==> config.mk <==
export PLATFORM = sky130hd
export DESIGN_NAME = fracn_main_div
export DESIGN_NICKNAME = d
export VERILOG_FILES = /design/src/rtl/fracn_pkg.sv /design/src/rtl/fracn_frac_acc.sv /design/src/rtl/fracn_phase_fsm.sv /design/src/rtl/fracn_main_div.sv
export SDC_FILE = /design/constraint.sdc
export NUM_CORES = 1
export LEC_CHECK = 0
export ABC_AREA = 0
export BUFFER_PORTS_ARGS = -buffer_cell sky130_fd_sc_hd__buf_4
export CORE_MARGIN = 8
export CORE_UTILIZATION = 33
export CTS_CLUSTER_SIZE = 30
export DETAILED_ROUTE_END_ITERATION = 16
export SYNTH_ARGS = -nofsm -noshare
export SYNTH_HDL_FRONTEND = slang
export SYNTH_SLANG_ARGS = --single-unit
export TNS_END_PERCENT = 5
==> constraint.sdc <==
create_clock -name clk -period 4.7 [get_ports clk]
set_clock_uncertainty 0.1 [all_clocks]
set_input_delay 0.94 -clock clk [delete_from_list [all_inputs] [get_ports clk]]
set_output_delay 0.94 -clock clk [all_outputs]
set_load 0.05 [all_outputs]
==> src/rtl/fracn_pkg.sv <==
package fracn_pkg;

    typedef enum logic [1:0] {
        MOD64 = 2'b00,
        MOD65 = 2'b01,
        MOD72 = 2'b10
    } mod_sel_e;

    typedef enum logic [1:0] {
        S_IDLE,
        S_P64,
        S_P65,
        S_P72
    } phase_e;

endpackage

==> src/rtl/fracn_frac_acc.sv <==
module fracn_frac_acc #(
    parameter int NF_W = 3,
    parameter int Q_HI = 8,
    parameter int Q_LO = 5
) (
    input  logic            clk,
    input  logic            rst_n,
    input  logic            step,
    input  logic [NF_W-1:0] nf,
    input  logic            fmod,
    output logic [NF_W-1:0] acc,
    output logic            wrap
);
    localparam int SW = NF_W + 1;

    logic [SW-1:0] q;
    logic [SW-1:0] inc;
    logic [SW-1:0] sum;
    logic [SW-1:0] nxt;

    always_comb begin
        q    = fmod ? SW'(Q_HI) : SW'(Q_LO);
        inc  = ({1'b0, nf} >= q) ? ({1'b0, nf} - q) : {1'b0, nf};
        sum  = {1'b0, acc} + inc;
        wrap = (sum >= q);
        nxt  = wrap ? (sum - q) : sum;
    end

    always_ff @(posedge clk or negedge rst_n) begin
        if (!rst_n)
            acc <= '0;
        else if (step)
            acc <= nxt[NF_W-1:0];
    end

endmodule

==> src/rtl/fracn_phase_fsm.sv <==
module fracn_phase_fsm
    import fracn_pkg::*;
#(
    parameter int NM1_W     = 12,
    parameter int NM2_W     = 8,
    parameter int NM2_TRI_W = 4,
    parameter int NM3_W     = 4
) (
    input  logic             clk,
    input  logic             rst_n,
    input  logic             en,
    input  logic [NM1_W-1:0] nm1_i,
    input  logic [NM2_W-1:0] nm2_i,
    input  logic [NM3_W-1:0] nm3_i,
    input  logic             tri_i,
    input  logic             wrap_i,
    output logic [1:0]       mod_sel,
    output logic             final_cyc,
    output logic             div_n
);
    localparam int CW  = NM1_W + 1;
    localparam int L2W = NM2_W + 1;
    localparam logic [NM2_W-1:0] TRI_MASK = NM2_W'((1 << NM2_TRI_W) - 1);

    phase_e            st;
    logic [CW-1:0]     cnt;
    logic [L2W-1:0]    len65;
    logic [NM3_W-1:0]  len72;
    logic              tri_r;

    logic              start;
    logic              corr;
    logic [NM2_W-1:0]  nm2_eff;
    logic [CW-1:0]     c64_ld;
    logic [L2W-1:0]    l65_ld;

    always_comb begin
        final_cyc = (cnt == '0) &&
                    ((st == S_P64 && len65 == '0 && !tri_r) ||
                     (st == S_P65 && !tri_r) ||
                     (st == S_P72));
        start   = en && ((st == S_IDLE) || final_cyc);
        corr    = (st == S_IDLE) ? 1'b0 : wrap_i;
        nm2_eff = tri_i ? (nm2_i & TRI_MASK) : nm2_i;
        c64_ld  = CW'(nm1_i) + CW'(1) - CW'(corr);
        l65_ld  = L2W'(nm2_eff) + L2W'(corr);
    end

    // state register
    always_ff @(posedge clk or negedge rst_n) begin
        if (!rst_n) begin
            st    <= S_IDLE;
            cnt   <= '0;
            len65 <= '0;
            len72 <= '0;
            tri_r <= 1'b0;
            div_n <= 1'b1;
        end else if (!en) begin
            st    <= S_IDLE;
            cnt   <= '0;
            div_n <= 1'b1;
        end else if (start) begin
            st    <= S_P64;
            cnt   <= c64_ld;
            len65 <= l65_ld;
            len72 <= nm3_i;
            tri_r <= tri_i;
            div_n <= (st == S_IDLE);
        end else begin
            div_n <= 1'b1;
            if (cnt != '0) begin
                cnt <= cnt - CW'(1);
            end else begin
                unique case (st)
                    S_P64: begin
                        if (len65 != '0) begin
                            st  <= S_P65;
                            cnt <= CW'(len65 - L2W'(1));
                        end else begin
                            st  <= S_P72;
                            cnt <= CW'(len72);
                        end
                    end
                    S_P65: begin
                        st  <= S_P72;
                        cnt <= CW'(len72);
                    end
                    default: begin
                        st <= st;
                    end
                endcase
            end
        end
    end

    // outputs
    always_comb begin
        unique case (st)
            S_P65:   mod_sel = MOD65;
            S_P72:   mod_sel = MOD72;
            default: mod_sel = MOD64;
        endcase
    end

    // a return to the /64 phase from a later phase only opens a new main cycle
    p_phase_order_r4: assert property (@(posedge clk) disable iff (!rst_n)
        (st == S_P64 && ($past(st) == S_P65 || $past(st) == S_P72)) |-> !div_n);

    // the /72 phase is reached only in three-modulus cycles
    p_tri_only_r4: assert property (@(posedge clk) disable iff (!rst_n)
        (st == S_P72) |-> tri_r);

endmodule

==> src/rtl/fracn_main_div.sv <==
module fracn_main_div
    import fracn_pkg::*;
#(
    parameter int NM1_W     = 12,
    parameter int NM2_W     = 8,
    parameter int NM2_TRI_W = 4,
    parameter int NM3_W     = 4,
    parameter int NF_W      = 3
) (
    input  logic             clk,
    input  logic             rst_n,
    input  logic             en,
    input  logic             ld_req,
    input  logic [NM1_W-1:0] ld_nm1,
    input  logic [NM2_W-1:0] ld_nm2,
    input  logic [NM3_W-1:0] ld_nm3,
    input  logic [1:0]       ld_pr,
    input  logic [NF_W-1:0]  nf,
    input  logic             fmod,
    output logic [1:0]       mod_sel,
    output logic             div_out_n,
    output logic [NF_W-1:0]  frac_acc,
    output logic             ld_ack
);
    logic [NM1_W-1:0] w_nm1;
    logic [NM2_W-1:0] w_nm2;
    logic [NM3_W-1:0] w_nm3;
    logic             w_tri;

    logic [NM1_W-1:0] u_nm1;
    logic [NM2_W-1:0] u_nm2;
    logic [NM3_W-1:0] u_nm3;
    logic             u_tri;

    logic final_cyc;
    logic wrap;

    assign ld_ack = en && final_cyc && ld_req;

    always_comb begin
        u_nm1 = ld_ack ? ld_nm1   : w_nm1;
        u_nm2 = ld_ack ? ld_nm2   : w_nm2;
        u_nm3 = ld_ack ? ld_nm3   : w_nm3;
        u_tri = ld_ack ? ld_pr[1] : w_tri;
    end

    always_ff @(posedge clk or negedge rst_n) begin
        if (!rst_n) begin
            w_nm1 <= '0;
            w_nm2 <= '0;
            w_nm3 <= '0;
            w_tri <= 1'b0;
        end else if (ld_ack) begin
            w_nm1 <= ld_nm1;
            w_nm2 <= ld_nm2;
            w_nm3 <= ld_nm3;
            w_tri <= ld_pr[1];
        end
    end

    fracn_phase_fsm #(
        .NM1_W     (NM1_W),
        .NM2_W     (NM2_W),
        .NM2_TRI_W (NM2_TRI_W),
        .NM3_W     (NM3_W)
    ) fsm_i (
        .clk       (clk),
        .rst_n     (rst_n),
        .en        (en),
        .nm1_i     (u_nm1),
        .nm2_i     (u_nm2),
        .nm3_i     (u_nm3),
        .tri_i     (u_tri),
        .wrap_i    (wrap),
        .mod_sel   (mod_sel),
        .final_cyc (final_cyc),
        .div_n     (div_out_n)
    );

    fracn_frac_acc #(
        .NF_W (NF_W)
    ) acc_i (
        .clk   (clk),
        .rst_n (rst_n),
        .step  (en && final_cyc),
        .nf    (nf),
        .fmod  (fmod),
        .acc   (frac_acc),
        .wrap  (wrap)
    );

    // the accumulator moves only at a main-cycle boundary
    p_acc_at_boundary_r6: assert property (@(posedge clk) disable iff (!rst_n)
        !$stable(frac_acc) |-> !div_out_n);

    // an accepted word is followed by the start of a new main cycle
    p_ack_then_pulse_r8: assert property (@(posedge clk) disable iff (!rst_n)
        ld_ack |=> !div_out_n);

    // the output pulse lasts one prescaler period
    p_pulse_single_r5: assert property (@(posedge clk) disable iff (!rst_n)
        !div_out_n |=> div_out_n);

    // disabling silences the outputs from the next edge
    p_idle_quiet_r9: assert property (@(posedge clk) disable iff (!rst_n)
        !en |=> (div_out_n && !ld_ack && mod_sel == MOD64));

endmodule

==> results <==
- The number of rows in the core area is 40.
- The total overflow left after global routing is 0.
- For the finished layout, the period the worst path requires is around 5 ns.
- For the worst setup path, the data required time is between 4 and 5 ns.
- The slowest library cell on the worst path is fa_2.
- The cell at the root of the clock tree is clkbuf_16.
- Setup repair after global routing could not meet its margin everywhere.
- The number of nets in the synthesized netlist is 495.
- After clock tree synthesis, the clock-pin slew on the worst setup and hold paths is ~0.050 ns.
- The post-synthesis async set-or-reset flop share is 1.000.
- The signed area change from the synthesized netlist to the final layout is 26.75%.
- The number of cells in the finished layout apart from fillers is 663.
- Yosys mapped a number of flops with a built-in enable equal to 0.
- For the worst setup path, the data arrival time is 4.94 ns.
- The startpoint identified for the worst hold timing path is w_nm3[0].
- The HPWL after detailed placement is 6904 um.
- The tightest min-delay check is of the register to register type.
- During placement, the flow inserted port buffers numbering 39.
- The final layout contains routed wiring with a total length of slightly below 10000 um.
- The global-route wire length before repair is ~16000 um.
- The detail-routed via count per cell is 4.894.
- The primary flip-flop cell chosen by synthesis mapping is dfrtp_1.
- The height of the chip is between 100 and 150 um.
- The initial antenna violation count is 0.
- VDD sags by at most 0.0001985 V.
- The routed length per placed instance is ~15 um.
- The number of buffers inserted by hold repair at cts is 0.
- The final-report setup violation count is 4.
- The total die area is 0.01624 sq mm.
- The checks that failed: negative setup slack.
- The clock sink total is 58.
- Buffers inserted during clock tree synthesis total 9.
- In the post-synthesis netlist, the biggest area contributors are dfrtp_1 35%, ha_1 10%, nand2_1 5.7%.
- The total via count after detailed routing is 3245.
- The number of stages on the worst hold path is 2.
- Of all nets on the critical path, the largest fanout is 4.
- The slew at the pin closest to its max-slew limit is 1.162 ns.
- The pre-antenna-repair detailed-routing pass consisted of 4 iterations.
- The number of antenna repair diodes is 0.
- In this design, the largest share of critical-path delay is due to adder cells.
- The run finished, with violations left.
- On the worst path, the slowest cell contributes a delay of 0.37 ns.
- The clock insertion delay at the later pin of the skew report is 0.33 ns.
- After layout, the worst setup slack is -0.1811 ns.
- The count of distinct cell types in the synthesized netlist is between 60 and 70.
- The congestion estimate from routability-driven global placement came to 0.8049.
- Of all cell types, the one taking the most synthesized area is dfrtp_1.
- The sort of element at the start of the critical path is an input port.
- The area share of the largest cell type after synthesis is 0.3481.
- For this configuration, the core starts out at a cell density of 0.3397.
- The synthesized area per cell is 9.596 sq um.
- Max-cap violations in this run came to 0.
- The clock passes through at most 2 buffers.
- The number of global-route vias before repair was 3497.
- The max-slew violation count is 0.
- The number of design rule violations left after detail routing is 0.
- The cell total after placement is between 600 and 700.
- The final total power is roughly 2.9 mW.
- In the final layout, the share of cells above drive strength 1 is 0.2990.
- The worst-case reg-to-reg path depth is 15.
- The number of failing hold endpoints at the final stage is 0.
- The total track usage is 0.1242.
- The end-of-flow core utilization is 0.4306.
- The endpoint identified for the worst register-to-register timing path is fsm_i.cnt[12].
- TritonCTS built the clock tree.
- The setup path with the least slack is of type input port to register.
- The sequential cell area fraction in the yosys report is 0.3545.
- The violation count after the first detailed-routing iteration is 160.
- The area of the mapped netlist is approximately 0.004 sq mm.
- For this design the static power due to leakage is 2.478 nW.
- The number of warnings issued by yosys is 0.
- The synthesis-stage register bit count is 58.
- The endpoint class of the critical path is a register.
- Setup slack on the worst reg-to-reg path comes out at 0.56 ns.
- Timing analysis after detailed placement gives a worst setup slack of -0.6755 ns.
- 41 I/O pins were placed.
- The peak clock frequency supported by timing is 204.9 MHz.
- The final layout contains 558 nets.
- The worst flop-to-flop path startpoint is fsm_i.cnt[0].
- The maximum level of the CTS H-tree is 3.
- The fill cell instance count of the final layout is 1151.
- The endpoint with the worst hold slack is w_nm3[0].
- The antenna violation net count after detailed routing is 0.
- The critical path buffer and inverter count is 5.
- The power density over cell area is 552.8 mW/mm^2.
- The die width is 127.4 um.
- The relative max-transition margin is 0.2217.
- The period utilization is 1.039.
- The cell count after synthesis is approximately 430.
- The core region is between 0.01 and 0.015 sq mm.
- The largest net degree at the start of global routing is ~60.
## kinds of logic (layout without fill, tap and decap cells)
family                   after synthesis  in the layout  synth area share
AND/OR/NAND/NOR                      149            149            0.1948
AO/OA/AOI/OAI                         87             87            0.1469
flip-flops                            58             58            0.3545
buffers and inverters                 39            107           0.05221
adder cells (fa/ha/maj)               34             34            0.1057
XOR/XNOR                              34             34           0.07267
multiplexers                          26             26           0.07328
## placed cells by master, fill, tap and decap left out, types with 4 or more instances in the layout
master,n
inv_1,22
o21ai_2,6
nand3_1,6
dfrtp_1,57
a21o_1,4
bufinv_16,4
nand2_1,62
ha_4,5
nor3_1,8
nand4b_1,4
xor2_1,14
mux2_2,11
a21oi_2,5
o21ai_1,7
nor2_1,33
buf_4,62
a31oi_1,7
clkbuf_16,9
xnor2_1,19
mux2i_1,10
a21oi_1,22
o21ai_0,12
ha_1,26
## synth_stat cells (3+ instances only)
library cell,number
a21boi_0,3
a21o_1,4
a21oi_1,25
a31oi_1,7
buf_2,4
buf_6,4
dfrtp_1,57
ha_1,33
inv_1,26
mux2_2,11
mux2i_1,11
nand2_1,62
nand3_1,6
nand4b_1,4
nor2_1,33
nor3_1,8
nor4_1,3
nor4_4,3
o21ai_0,18
o21ai_1,6
xnor2_1,19
xor2_1,15
## how the worst max path moves through the flow
stage / from / end / slack [ns] / cells past startpoint
global route: fmod / fsm_i.cnt[11] / -0.50 / 26
finish: fmod / fsm_i.cnt[11] / -0.18 / 26
global placement: fmod / fsm_i.cnt[11] / -0.56 / 27
CTS: fmod / fsm_i.cnt[11] / -0.18 / 27
detailed placement: fmod / fsm_i.cnt[11] / -0.68 / 27
floorplan: fmod / fsm_i.cnt[11] / -0.22 / 26
## layout make-up
class	count	area (sq um)	share of cell area
Inverter	27	105.1	0.02024
Clock inverter	5	125.1	0.02409
Timing Repair Buffer	64	491.7	0.09468
Multi-Input combinational cell	330	2566	0.4941
Clock buffer	11	242.7	0.04674
Sequential cell	58	1453	0.2797
Tap cell	168	210.2	0.04047
## where the power goes
part	switching (mW)	leakage (nW)	internal, mW
Combinational	0.701	1.53	0.614
Sequential	0.129	0.767	0.616
Clock	0.226	0.180	0.585
Total	1.06	2.48	1.81
## sequential cells by signal (all words and copies together) (netlist names)
signal and flops:
fsm_i.cnt 13, w_nm1 12, fsm_i.len65 9, w_nm2 8
fsm_i.len72 4, w_nm3 4, acc_i.acc 3, fsm_i.st 2
fsm_i.div_n 1, fsm_i.tri_r 1, w_tri 1
## repair_timing
action                     in CTS  in global routing
cloned                          0                  0
setup endpoints to repair       3                  6
hold endpoints to repair        0                  0
pin swaps                      18                 11
buffers inserted                5                  1
gates resized for setup        17                  8
## stage by stage
step	hold WS, ns	TNS [ns]	instance area (sq um)
after global placement	0.3432	-2.035	4669
final	0.3617	-0.4814	5194
after global routing	0.4007	-1.727	5194
after detailed placement	0.3491	-2.946	4669
after CTS	0.3609	-0.5275	5144
after floorplan	0.3324	-0.5274	4136
## worst reg2reg max path, delay by kind of cell, from the launching register on
family                   cells  cell delay, ns
buffers and inverters        2            0.19
flip-flops                   1            0.43
XOR/XNOR                     1            0.25
multiplexers                 1            0.27
AND/OR/NAND/NOR              3            0.80
adder cells (fa/ha/maj)      2            0.61
AO/OA/AOI/OAI                6            1.36
## routing by layer
metal	vias to the layer above	GRT usage	wire, um
met5	-	0	0
met2	39	0.2146	4944
met1	1577	0.1486	4331
met4	0	0.04199	151
met3	13	0.02829	283
li1	1616	-	-
(Power assumes the default switching activity.)
